--- config.mk ---
export PLATFORM = sky130hd
export DESIGN_NAME = vclk_tree
export DESIGN_NICKNAME = d
export VERILOG_FILES = /design/src/rtl/vclk_pkg.sv /design/src/rtl/vclk_chain.sv /design/src/rtl/vclk_route.sv /design/src/rtl/vclk_tree.sv
export SDC_FILE = /design/constraint.sdc
export NUM_CORES = 1
export LEC_CHECK = 0
export ABC_AREA = 1
export BUFFER_PORTS_ARGS = -buffer_cell sky130_fd_sc_hd__buf_2
export CAP_MARGIN = 10
export CORE_MARGIN = 5
export CORE_UTILIZATION = 40
export CTS_BUF_LIST = sky130_fd_sc_hd__clkbuf_8
export DETAILED_ROUTE_END_ITERATION = 7
export GPL_TIMING_DRIVEN = 0
export PLACE_DENSITY = 0.67
export SETUP_SLACK_MARGIN = 0.2
export SYNTH_ARGS = -nofsm -noshare
export SYNTH_HDL_FRONTEND = slang
export SYNTH_HIERARCHICAL = 1
export SYNTH_SLANG_ARGS = --single-unit
--- constraint.sdc ---
create_clock -name clk -period 2 [get_ports clk]
set_clock_uncertainty 0.1 [all_clocks]
set_input_delay 0.1 -clock clk [delete_from_list [all_inputs] [get_ports clk]]
set_output_delay 0.1 -clock clk [all_outputs]
set_load 0.03 [all_outputs]
--- src/rtl/vclk_pkg.sv ---
package vclk_pkg;
  localparam int DIV_W    = 8;
  localparam int SRC_W    = 3;
  localparam int SEL_W    = 4;
  localparam int NTAP     = 5;
  localparam int NCONS    = 4;
  localparam int NCHAIN   = 2;
  localparam int TAP_CW   = 4;
  localparam int AUX_CODE = 8;

  // divide word fields
  localparam int B_DIV_EN   = 16;
  localparam int B_DIV_RST  = 17;
  localparam int F_SEL_HI   = 28;
  localparam int F_SEL_LO   = 24;
  // control word fields
  localparam int F_SRC      = 16;
  localparam int B_MASTER   = 19;
  localparam int B_SOFT_RST = 15;
  // transmitter selector word
  localparam int F_TX_SEL   = 16;

  // consumer index order
  localparam int C_ENC_I = 0;
  localparam int C_ENC_P = 1;
  localparam int C_DAC   = 2;
  localparam int C_TX    = 3;

  typedef struct packed {
    logic [DIV_W-1:0] div_m1;
    logic             div_en;
    logic             div_rst;
    logic [SRC_W-1:0] src;
    logic             master;
    logic             soft_rst;
    logic [NTAP-1:0]  tap_gate;
  } chain_cfg_t;

  function automatic int tap_ratio(input int k);
    case (k)
      0:       return 1;
      1:       return 2;
      2:       return 4;
      3:       return 6;
      default: return 12;
    endcase
  endfunction
endpackage

--- src/rtl/vclk_chain.sv ---
module vclk_chain
  import vclk_pkg::*;
#(
  parameter int NUM_SRC = 5
) (
  input  logic               clk,
  input  logic               rst_n,
  input  logic [NUM_SRC-1:0] src_tick,
  input  chain_cfg_t         cfg,
  output logic [NTAP-1:0]    tap_tick
);
  localparam int SRC_SPAN = 1 << SRC_W;

  logic [SRC_SPAN-1:0] src_pad;
  logic                sel_tick;
  logic [DIV_W-1:0]    div_cnt;
  logic                div_pulse;

  assign src_pad  = SRC_SPAN'(src_tick);
  assign sel_tick = src_pad[cfg.src];

  always_ff @(posedge clk or negedge rst_n) begin
    if (!rst_n) begin
      div_cnt   <= '0;
      div_pulse <= 1'b0;
    end else begin
      div_pulse <= 1'b0;
      if (cfg.div_rst) begin
        div_cnt <= '0;
      end else if (cfg.div_en && sel_tick) begin
        if (div_cnt >= cfg.div_m1) begin
          div_cnt   <= '0;
          div_pulse <= 1'b1;
        end else begin
          div_cnt <= div_cnt + 1'b1;
        end
      end
    end
  end

  a_r3_div_held: assert property (@(posedge clk) disable iff (!rst_n)
    (cfg.div_rst || !cfg.div_en) |=> !div_pulse);

  for (genvar k = 0; k < NTAP; k++) begin : g_tap
    localparam int RATIO = tap_ratio(k);
    logic [TAP_CW-1:0] tcnt;
    always_ff @(posedge clk or negedge rst_n) begin
      if (!rst_n) begin
        tcnt        <= '0;
        tap_tick[k] <= 1'b0;
      end else begin
        tap_tick[k] <= 1'b0;
        if (cfg.soft_rst) begin
          tcnt <= '0;
        end else if (div_pulse) begin
          if (tcnt == TAP_CW'(RATIO - 1)) begin
            tcnt        <= '0;
            tap_tick[k] <= cfg.master && cfg.tap_gate[k];
          end else begin
            tcnt <= tcnt + 1'b1;
          end
        end
      end
    end

    a_r5_tap_gate: assert property (@(posedge clk) disable iff (!rst_n)
      !cfg.tap_gate[k] |=> !tap_tick[k]);
  end

  a_r6_master_off: assert property (@(posedge clk) disable iff (!rst_n)
    !cfg.master |=> (tap_tick == '0));
  a_r10_soft_quiet: assert property (@(posedge clk) disable iff (!rst_n)
    cfg.soft_rst |=> (tap_tick == '0));
endmodule

--- src/rtl/vclk_route.sv ---
module vclk_route
  import vclk_pkg::*;
(
  input  logic                        clk,
  input  logic                        rst_n,
  input  logic [NTAP-1:0]             main_tap,
  input  logic                        aux_tap,
  input  logic [NCONS-1:0][SEL_W-1:0] sel,
  input  logic [NCONS-1:0]            gate,
  output logic [NCONS-1:0]            cons_tick
);
  localparam int CODES = 1 << SEL_W;

  logic [CODES-1:0] tap_pad;

  always_comb begin
    tap_pad               = '0;
    tap_pad[NTAP-1:0]     = main_tap;
    tap_pad[AUX_CODE]     = aux_tap;
  end

  for (genvar i = 0; i < NCONS; i++) begin : g_cons
    always_ff @(posedge clk or negedge rst_n) begin
      if (!rst_n) cons_tick[i] <= 1'b0;
      else        cons_tick[i] <= gate[i] && tap_pad[sel[i]];
    end

    a_r9_gate_off: assert property (@(posedge clk) disable iff (!rst_n)
      !gate[i] |=> !cons_tick[i]);
    a_r8_unused_code: assert property (@(posedge clk) disable iff (!rst_n)
      (sel[i] >= SEL_W'(NTAP) && sel[i] != SEL_W'(AUX_CODE)) |=> !cons_tick[i]);
  end
endmodule

--- src/rtl/vclk_tree.sv ---
module vclk_tree
  import vclk_pkg::*;
#(
  parameter int NUM_SRC = 5,
  parameter int ADDR_W  = 3
) (
  input  logic               clk,
  input  logic               rst_n,
  input  logic [NUM_SRC-1:0] src_tick,
  input  logic               cfg_we,
  input  logic [ADDR_W-1:0]  cfg_addr,
  input  logic [31:0]        cfg_wdata,
  output logic               enc_i_tick,
  output logic               enc_p_tick,
  output logic               dac_tick,
  output logic               tx_tick
);
  localparam logic [ADDR_W-1:0] A_GATE   = ADDR_W'(4);
  localparam logic [ADDR_W-1:0] A_TX_SEL = ADDR_W'(5);

  chain_cfg_t                  cfg_q [NCHAIN];
  logic [NCONS-1:0][SEL_W-1:0] sel_q;
  logic [NCONS-1:0]            gate_q;
  logic [NTAP-1:0]             tap_w [NCHAIN];
  logic [NCONS-1:0]            cons_w;

  // addresses 0..3: bit 1 picks the chain, bit 0 picks divide or control word
  always_ff @(posedge clk or negedge rst_n) begin
    if (!rst_n) begin
      for (int c = 0; c < NCHAIN; c++) cfg_q[c] <= '0;
      sel_q  <= '0;
      gate_q <= '0;
    end else if (cfg_we) begin
      if (cfg_addr < ADDR_W'(4)) begin
        if (!cfg_addr[0]) begin
          cfg_q[cfg_addr[1]].div_m1  <= cfg_wdata[DIV_W-1:0];
          cfg_q[cfg_addr[1]].div_en  <= cfg_wdata[B_DIV_EN];
          cfg_q[cfg_addr[1]].div_rst <= cfg_wdata[B_DIV_RST];
          if (cfg_addr[1]) begin
            sel_q[C_DAC]   <= cfg_wdata[F_SEL_HI +: SEL_W];
          end else begin
            sel_q[C_ENC_I] <= cfg_wdata[F_SEL_HI +: SEL_W];
            sel_q[C_ENC_P] <= cfg_wdata[F_SEL_LO +: SEL_W];
          end
        end else begin
          cfg_q[cfg_addr[1]].src      <= cfg_wdata[F_SRC +: SRC_W];
          cfg_q[cfg_addr[1]].master   <= cfg_wdata[B_MASTER];
          cfg_q[cfg_addr[1]].soft_rst <= cfg_wdata[B_SOFT_RST];
          cfg_q[cfg_addr[1]].tap_gate <= cfg_wdata[NTAP-1:0];
        end
      end else if (cfg_addr == A_GATE) begin
        gate_q <= {cfg_wdata[5], cfg_wdata[4], cfg_wdata[2], cfg_wdata[0]};
      end else if (cfg_addr == A_TX_SEL) begin
        sel_q[C_TX] <= cfg_wdata[F_TX_SEL +: SEL_W];
      end
    end
  end

  for (genvar g = 0; g < NCHAIN; g++) begin : g_chain
    vclk_chain #(.NUM_SRC(NUM_SRC)) u_chain (
      .clk      (clk),
      .rst_n    (rst_n),
      .src_tick (src_tick),
      .cfg      (cfg_q[g]),
      .tap_tick (tap_w[g])
    );
  end

  vclk_route u_route (
    .clk       (clk),
    .rst_n     (rst_n),
    .main_tap  (tap_w[0]),
    .aux_tap   (tap_w[1][0]),
    .sel       (sel_q),
    .gate      (gate_q),
    .cons_tick (cons_w)
  );

  assign enc_i_tick = cons_w[C_ENC_I];
  assign enc_p_tick = cons_w[C_ENC_P];
  assign dac_tick   = cons_w[C_DAC];
  assign tx_tick    = cons_w[C_TX];

  a_r1_reset_quiet: assert property (@(posedge clk) disable iff (!rst_n)
    (gate_q == '0) |=> (cons_w == '0));
endmodule

After elaboration in Yosys (flattened, before gate mapping)
Cells that the tools add are included.
{"block": "totals", "reg_bits": 112, "out_inout_bits": 4, "elab_cells": 175, "input_bits": 43}
{"block": "classes", "n_eq_ne": 6, "n_reduce_logical": 24, "n_bitwise": 5, "muxes": 82, "magnitude_cmp": 11, "addsub": 8}
{"operator": "40-bit bitwise mux", "n": 7}
{"operator": "20-bit demux with 1-bit select", "n": 7}
{"operator": "4-bit two-way mux", "n": 18}
{"operator": "8-bit two-way mux", "n": 6}
{"operator": "40-bit two-way mux", "n": 1}
{"operator": "1-bit two-way mux", "n": 30}
{"operator": "4-bit by 1-bit adder with 4-bit output, second input constant", "n": 6}
{"operator": "4-bit by 5-bit less-than comparator with 1-bit output, second input constant", "n": 4}
{"operator": "20-bit two-way mux", "n": 1}
{"operator": "8-bit by 1-bit adder with 8-bit output, second input constant", "n": 2}
{"operator": "1-bit binary-select mux with 4-bit select", "n": 4}
{"operator": "8-bit >= comparator", "n": 2}
{"operator": "1-bit logical AND", "n": 13}
{"operator": "12-bit two-way mux", "n": 1}
{"operator": "4-bit AND reduction", "n": 3}
{"operator": "11-bit two-way mux", "n": 1}
{"operator": "10-bit two-way mux", "n": 1}
{"operator": "4-bit logical NOT", "n": 2}
{"operator": "3-bit by 4-bit less-than comparator with 1-bit output, second input constant", "n": 2}
{"operator": "2-bit nonzero test", "n": 4}
{"operator": "7-bit two-way mux", "n": 1}
{"operator": "1-bit binary-select mux with 3-bit select", "n": 2}
{"operator": "3-bit equality test, second input constant", "n": 2}
{"operator": "6-bit two-way mux", "n": 1}
{"operator": "12 further kinds", "n": 15}

Depth between registers and ports, before layout
Gate-level depths: netlist of run 1.
{"block": "depth", "word_depth": 10, "mapped_depth": 12, "mapped_depth_nobuf": 12}

By module
The synthesis of run 1 kept the hierarchy.
{"mod": "vclk_chain", "n_inst": 2, "area_each_um2": 2010.7, "seq_area_each_um2": 850.8, "cells_each": 246}
{"mod": "vclk_tree", "n_inst": 1, "area_each_um2": 2439.8, "seq_area_each_um2": 1501.4, "cells_each": 270}
{"mod": "vclk_route", "n_inst": 1, "area_each_um2": 429.2, "seq_area_each_um2": 100.1, "cells_each": 76}

Least setup slack after synthesis of run 1
No wires, ideal clock.
{"block": "synth_path", "path_type": "register -> register", "from": "reg g_chain[0].u_chain.div_cnt[5]", "to": "reg g_chain[0].u_chain.div_cnt[7]", "setup_slack_ns": 0.403, "arrival_time_ns": 1.431, "stages_incl_launch_ff": 9, "path_buffers": 0, "cell_sequence": "dfrtp_1 > ha_1 > a21oi_1 > nor2_1 > nor2_1 > nand3_1 > nor2_1 > nand3_1 > nand2_1"}
{"block": "synth_via", "elab_chain_len": 4, "elab_cells_between_ends": 5, "classes_between": "1 x add/sub; 1 x order compare; 3 x mux"}
{"element": "start, declared", "line": "vclk_chain.sv:16", "source": "logic [DIV_W-1:0] div_cnt;"}
{"element": "start signal, assigned", "line": "vclk_chain.sv:35", "source": "div_cnt <= div_cnt + 1'b1;"}
{"element": "8-bit by 1-bit adder with 8-bit output or 8-bit >= comparator (tied branches)", "line": "vclk_chain.sv:35, vclk_chain.sv:31"}
{"element": "8-bit two-way mux *", "line": "vclk_chain.sv:31", "source": "if (div_cnt >= cfg.div_m1) begin"}
{"element": "8-bit two-way mux *", "line": "vclk_chain.sv:30", "source": "end else if (cfg.div_en && sel_tick) begin"}
{"element": "8-bit two-way mux *", "line": "vclk_chain.sv:28", "source": "if (cfg.div_rst) begin"}
Mark *: on every way between the ends. The rest lies on a longest branch, timed or not. The select of a mux whose other input is x is not followed.
A chain may end at the register's enable or synchronous reset.

Worst setup path in the final report of run 1
{"block": "layout_path", "from": "reg g_chain[0].u_chain.div_cnt[7]", "to": "reg g_chain[0].u_chain.div_cnt[7]"}
Same word-level chain as after synthesis.

==> out/results.ini, run 1 <==
[floorplan]
ios=47
die-height_um=130.7
number_of_placement_rows=44
die-area_um2=17070
core_area_um2=14420
horizontal_die_dimension_um=130.7
effective_utilization_at_floorplan_pct=40.38

[cells_and_area]
syn2layout_area_growth_pct=19.59
mostFrequentLayoutCell=nand2_1
post_layout_nonfiller_instances=1008
layout_common_cells=nand2_1, nand3_1, dfrtp_1
layout_nets=889
layout-drive-gt1-share_pct=15.80
post-route-cell-area_um2=6965

[timing]
timing.slew.headroom_pct=52.67
timing.hold.ws_ns=0.07940
slew_violations=0
worst-slew-pin-transition_ns=0.7100
finalSetupViolations=0
final.min_clock_period_ns=1.733
finalHoldViolations=0
setup_total_negative_slack_ns=0
fmax_mhz=576.9
grt_setup_unrepaired=true
timing.final.crit_share_pct=86.67

[clock_network]
h-tree-depth=3
clk_pin_slew_ns=0.10
clock_tree.buffer_depth=2
clk_root_buffer_cell=clkbuf_8
cts.sink_count=108
clock_latency_ns=0.38
tritoncts=done
cts-buffers-inserted=9

[outcome]
status=finished, final reports clean

[global_route]
first_global_vias=4757
met2_usage_pct=28.67
grt_use_total_pct=17.12
grt.busiest_layer=met2
grt_first_pass_wirelength_mm=23.16
grt_util_met3_pct=4.065
groute.layer.met1.usage_pct=22.35
maximum_number_of_pins_on_one_net_before_global_route_repair=59
grt_overflow_total=0
initial_antenna_violation_count=1

[worst_setup_path]
worst-endpoint-required_ns=2.22
criticalPathCategory=register to register
critPathMaxFanout=7
cp_num_buf_inv=0
endpoint_kind=register
timing.critical_path.slowest_cell_delay_ns=0.42
critical-path-top-cell-by-count=nand2_1
path_cells=ha_1, nand2_1, nor2_1, nor2_2, nand3_4, nor2_4, nand3_1, nand2_1
crit_path_top_delay_cell=dfrtp_1
crit_arrival_ns=1.96
worst_path_dominant_cell_family=simple AND/OR/NAND/NOR gates
crit_path_start_kind=register

[drt]
dr.pass1.iters=4
routed_wl_mm=13.76
post-route-drc-count=0
drt_iter0_drc=332
routed_via_density=4.854
drt-wirelength-per-cell_um=13.65
detailroute.via_count=4893
drt.antenna.violating_nets=0

[power_and_ir_drop]
vdd_drop_max_uv=462.3
post-layout-total-power_mw=5.334
swShare_pct=31.49
static_power_due_to_leakage_nw=3.637
power.internal_mw=3.654
comb_power_share_pct=21.5
power_frac_seq_pct=49.9
power_density_nw_per_um2=765.7
power.share.clock_pct=28.7
total_switching_power_mw=1.680

[synth]
syn_avg_cell_area_um2=7.935
synthesis.yosys.warnings=6
synthesis.instances=734
synth_area_um2=5824
syn_nets=805

[placement]
dpl_cell_area_um2=6260
hpwl_mm=9.844
portBuffers=35
place.gp.congestion=0.8041
place_inst=954

[hold_path]
worst_hold_path_type=input pin to register

[run]
drv_cap=0

power by group through the flow:
stage	combinational [mW]	clock (mW)	sequential [mW]
floorplan	0.734	0	2.66
global placement	1.01	0	2.69
detailed placement	1.04	0	2.70
CTS	1.10	1.58	2.66
global route	1.33	1.65	2.70
finish	1.15	1.53	2.66
final cells by class:
cell class / count / area [um^2]
multi-input cells: 514 / 2761
well taps: 184 / 230.2
clock buffers: 11 / 151.4
plain buffers: 16 / 120.1
fillers: 1434 / 7458
repair buffers: 73 / 545.5
flip-flops and latches: 108 / 2710
diodes: 1 / 2.502
clock inverters: 5 / 83.83
inverters: 96 / 360.3
flip-flops by register name (all words and copies together), names as in the netlist:
| signal | cells |
|---|---|
| g_chain.u_chain/div_pulse | 2 |
| cfg_q | 36 |
| g_chain.u_chain/div_cnt | 16 |
| sel_q | 16 |
| g_chain.u_chain/g_tap.tcnt | 24 |
| u_route/cons_tick | 4 |
| gate_q | 4 |
| g_chain.u_chain/tap_tick | 6 |
final timing paths:
| check | from | to | slack [ns] | depth (start not counted) |
|---|---|---|---|---|
| worst min register to register | cfg_q[35] | cfg_q[35] | 0.38 | 2 |
| worst max-delay path | g_chain[0].u_chain/div_cnt[7] | g_chain[0].u_chain/div_cnt[7] | 0.27 | 8 |
| min in group asynchronous | rst_n | g_chain[0].u_chain/div_cnt[5] | 0.20 | 2 |
| max in group asynchronous | rst_n | g_chain[1].u_chain/g_tap[0].tcnt[1] | 0.86 | 3 |
| worst max register to register | g_chain[0].u_chain/div_cnt[7] | g_chain[0].u_chain/div_cnt[7] | 0.27 | 8 |
| worst min-delay path | cfg_we | cfg_q[13] | 0.08 | 5 |
layer usage:
metal / share of wire [%] / wire length [um]
met2: 48 / 6578
met4: 2.0 / 274
met5: 0 / 0
met3: 4.6 / 633
met1: 46 / 6274
tightest hold or removal path, delay by kind of cell:
kind | cells | cell delay [ns]
AND/OR/NAND/NOR | 3 | 0.20
buffers and inverters | 2 | 0.23
per-stage QoR:
stage               worst slack (ns)  utilization (%)
floorplan                     0.4032                -
global placement             -0.5992            43.19
detailed placement            0.1128            43.40
CTS                           0.2077            46.87
global route                  0.1368            48.29
finish                        0.2666            48.29
timing repair:
item	CTS	global route
resized for setup	4	25
endpoints found under the setup margin	7	17
pin swaps	0	6
hold endpoints to repair	106	0
gates cloned	0	0
buffers inserted	0	12
hold buffers	25	0
Power figures use the tool's default switching activity.
==> run 2, diff against run 1 <==
==> constraint.sdc (replaced) <==
create_clock -name clk -period 2.22 [get_ports clk]
set_clock_uncertainty 0.1 [all_clocks]
set_input_delay 0 -clock clk [delete_from_list [all_inputs] [get_ports clk]]
set_output_delay 0 -clock clk [all_outputs]
set_load 0.03 [all_outputs]
==> run 2 against run 1 <==
  * Combinational power fell by 15%
  * Core utilization is 1.2 points lower
  * Die area unchanged
  * Hold slack got worse by 0.015 ns
  * Maximum frequency fell by 6.8%
  * Routed wire length down 1.7%
  * Non-clock buffer count fell by 9
==> out/results.ini, run 2 (synthesized netlist as in run 1, its figures left out) <==
[outcome]
status=finished, final reports clean

[placement]
portBuffers=35  ; unchanged
dpl_cell_area_um2=6260  ; unchanged
place.gp.congestion=0.8041  ; unchanged
detailedPlace.worstSlack_ns=0.3328  ; +0.2200 ns
place_inst=954  ; unchanged
hpwl_mm=9.844  ; unchanged

[timing]
timing.hold.ws_ns=0.06434  ; -0.01506 ns
finalSetupViolations=0  ; unchanged
timing.final.crit_share_pct=83.78  ; -2.9 points
timing.final.ws_setup_ns=0.3602  ; +0.09352 ns
fmax_mhz=537.7  ; -6.8%
final.min_clock_period_ns=1.860  ; +0.1265 ns
worst-slew-pin-transition_ns=0.6944  ; -0.01556 ns
timing.slew.headroom_pct=53.70  ; +1.0 points
slew_violations=0  ; unchanged
finalHoldViolations=0  ; unchanged
grt_setup_unrepaired=false

[power_and_ir_drop]
vdd_drop_max_uv=416.8  ; -9.8%
power_density_nw_per_um2=699.7  ; -8.6%
post-layout-total-power_mw=4.749  ; -11%
static_power_due_to_leakage_nw=3.585  ; -1.4%

[cells_and_area]
layout_common_cells=nand2_1, nand3_1, dfrtp_1
mostFrequentLayoutCell=nand2_1
post-route-cell-area_um2=6788  ; -2.6%
biggestRegsByFlops=cfg_q (36), g_chain.u_chain/g_tap.tcnt (24)
post_layout_nonfiller_instances=999  ; -0.89%
layout_nets=880  ; -1.0%
layout-drive-gt1-share_pct=11.92  ; -3.9 points
largest-register=cfg_q
syn2layout_area_growth_pct=16.54
largest_register_ffs=36  ; unchanged

[hold_path]
worst_hold_path_type=input pin to register
worst_hold_path.endpoint=g_chain[1].u_chain/div_cnt[5]
hold_path_startpoint=src_tick[4]
worstHoldPathCells=5  ; unchanged

[floorplan]
effective_utilization_at_floorplan_pct=40.38  ; unchanged
die-height_um=130.7  ; unchanged
horizontal_die_dimension_um=130.7  ; unchanged
core_area_um2=14420  ; unchanged
number_of_placement_rows=44  ; unchanged
ios=47  ; unchanged
die-area_um2=17070  ; unchanged

[global_route]
initial_antenna_violation_count=1  ; unchanged
grt_first_pass_wirelength_mm=23.09  ; -0.30%
grt_use_total_pct=17.07  ; -0.052 points
grt_overflow_total=0  ; unchanged
maximum_number_of_pins_on_one_net_before_global_route_repair=59  ; unchanged
first_global_vias=4753  ; -0.084%

[worst_setup_path]
reg2reg_to=g_chain[0].u_chain/div_cnt[7]
worst-endpoint-required_ns=2.45  ; +0.23 ns
regToRegStartpoint=g_chain[0].u_chain/div_cnt[5]
critPathMaxFanout=7  ; unchanged
crit_arrival_ns=2.08  ; +0.12 ns
criticalPathCategory=register to register
endpoint_kind=register
reg2reg_depth=8  ; unchanged
worst-r2r-setup-slack_ns=0.36  ; +0.09 ns
crit_path_start_kind=register

[drt]
post-route-drc-count=0  ; unchanged
routed_wl_mm=13.52  ; -1.7%
drt_iter0_drc=276  ; -17%
detailroute.via_count=4840  ; -1.1%
drt.antenna.violating_nets=0  ; unchanged
drt-wirelength-per-cell_um=13.54  ; -0.84%
routed_via_density=4.845  ; -0.19%
dr.pass1.iters=4  ; unchanged

[clock_network]
clock_latency_ns=0.38  ; about the same
clk_root_buffer_cell=clkbuf_8
cts.sink_count=108  ; unchanged
clock_tree.buffer_depth=2  ; unchanged
tritoncts=done
cts-buffers-inserted=9  ; unchanged
h-tree-depth=3  ; unchanged
postCtsSetupRepairBufs=0  ; unchanged
clk_pin_slew_ns=0.10  ; about the same

[run]
drv_cap=0  ; unchanged

-- run 2: timing repair --
action	in CTS	in global routing
resized for setup	0	3
hold buffers	28	0
hold endpoints to repair	106	0
endpoints found under the setup margin	0	7
-- run 2: layout make-up --
class	instances	area [um^2]
diodes	1	2.502
plain buffers	16	120.1
clock buffers	11	151.4
clock inverters	5	83.83
fillers	1449	7636
inverters	96	360.3
multi-input cells	514	2651
flip-flops and latches	108	2703
well taps	184	230.2
repair buffers	64	485.5
-- run 2: worst max-delay path by stage --
stage | from | to | slack, ns
after floorplan | g_chain[0].u_chain/div_cnt[5] | g_chain[0].u_chain/div_cnt[7] | 0.62
after global placement | rst_n | g_chain[1].u_chain/g_tap[0].tcnt[1] | -0.28
after detailed placement | g_chain[0].u_chain/div_cnt[5] | g_chain[0].u_chain/div_cnt[7] | 0.33
after CTS | g_chain[0].u_chain/div_cnt[5] | g_chain[0].u_chain/div_cnt[7] | 0.30
after global routing | g_chain[0].u_chain/div_cnt[5] | g_chain[0].u_chain/div_cnt[0] | 0.19
final | g_chain[0].u_chain/div_cnt[5] | g_chain[0].u_chain/div_cnt[7] | 0.36
-- run 2: report_power, final --
part / internal (mW) / leakage, nW / switching [mW]
clock: 0.699 / 0.112 / 0.677
combinational: 0.373 / 2.04 / 0.608
sequential: 2.19 / 1.43 / 0.198
-- run 2: per-layer routing --
layer	global-route usage, %	vias up	part of all wire [%]
li1	-	2489	-
met2	28.49	76	47
met5	0	-	0
met1	22.25	2257	47
met3	4.187	18	4.1
met4	4.658	0	1.7
-- run 2: metrics by stage --
step	util, %	setup TNS [ns]
final	47.06	0
after global routing	47.06	0
after CTS	46.97	0
after detailed placement	43.40	0
after global placement	43.19	-29.17
after floorplan	-	0
-- run 2: critical path, stage by stage (launching register included) --
cell	delay, ns
dfrtp_1	0.47
ha_1	0.33
a21oi_1	0.16
nor2_1	0.05
nor2_1	0.15
nand3_2	0.21
nor2_2	0.18
nand3_1	0.08
nand2_1	0.08
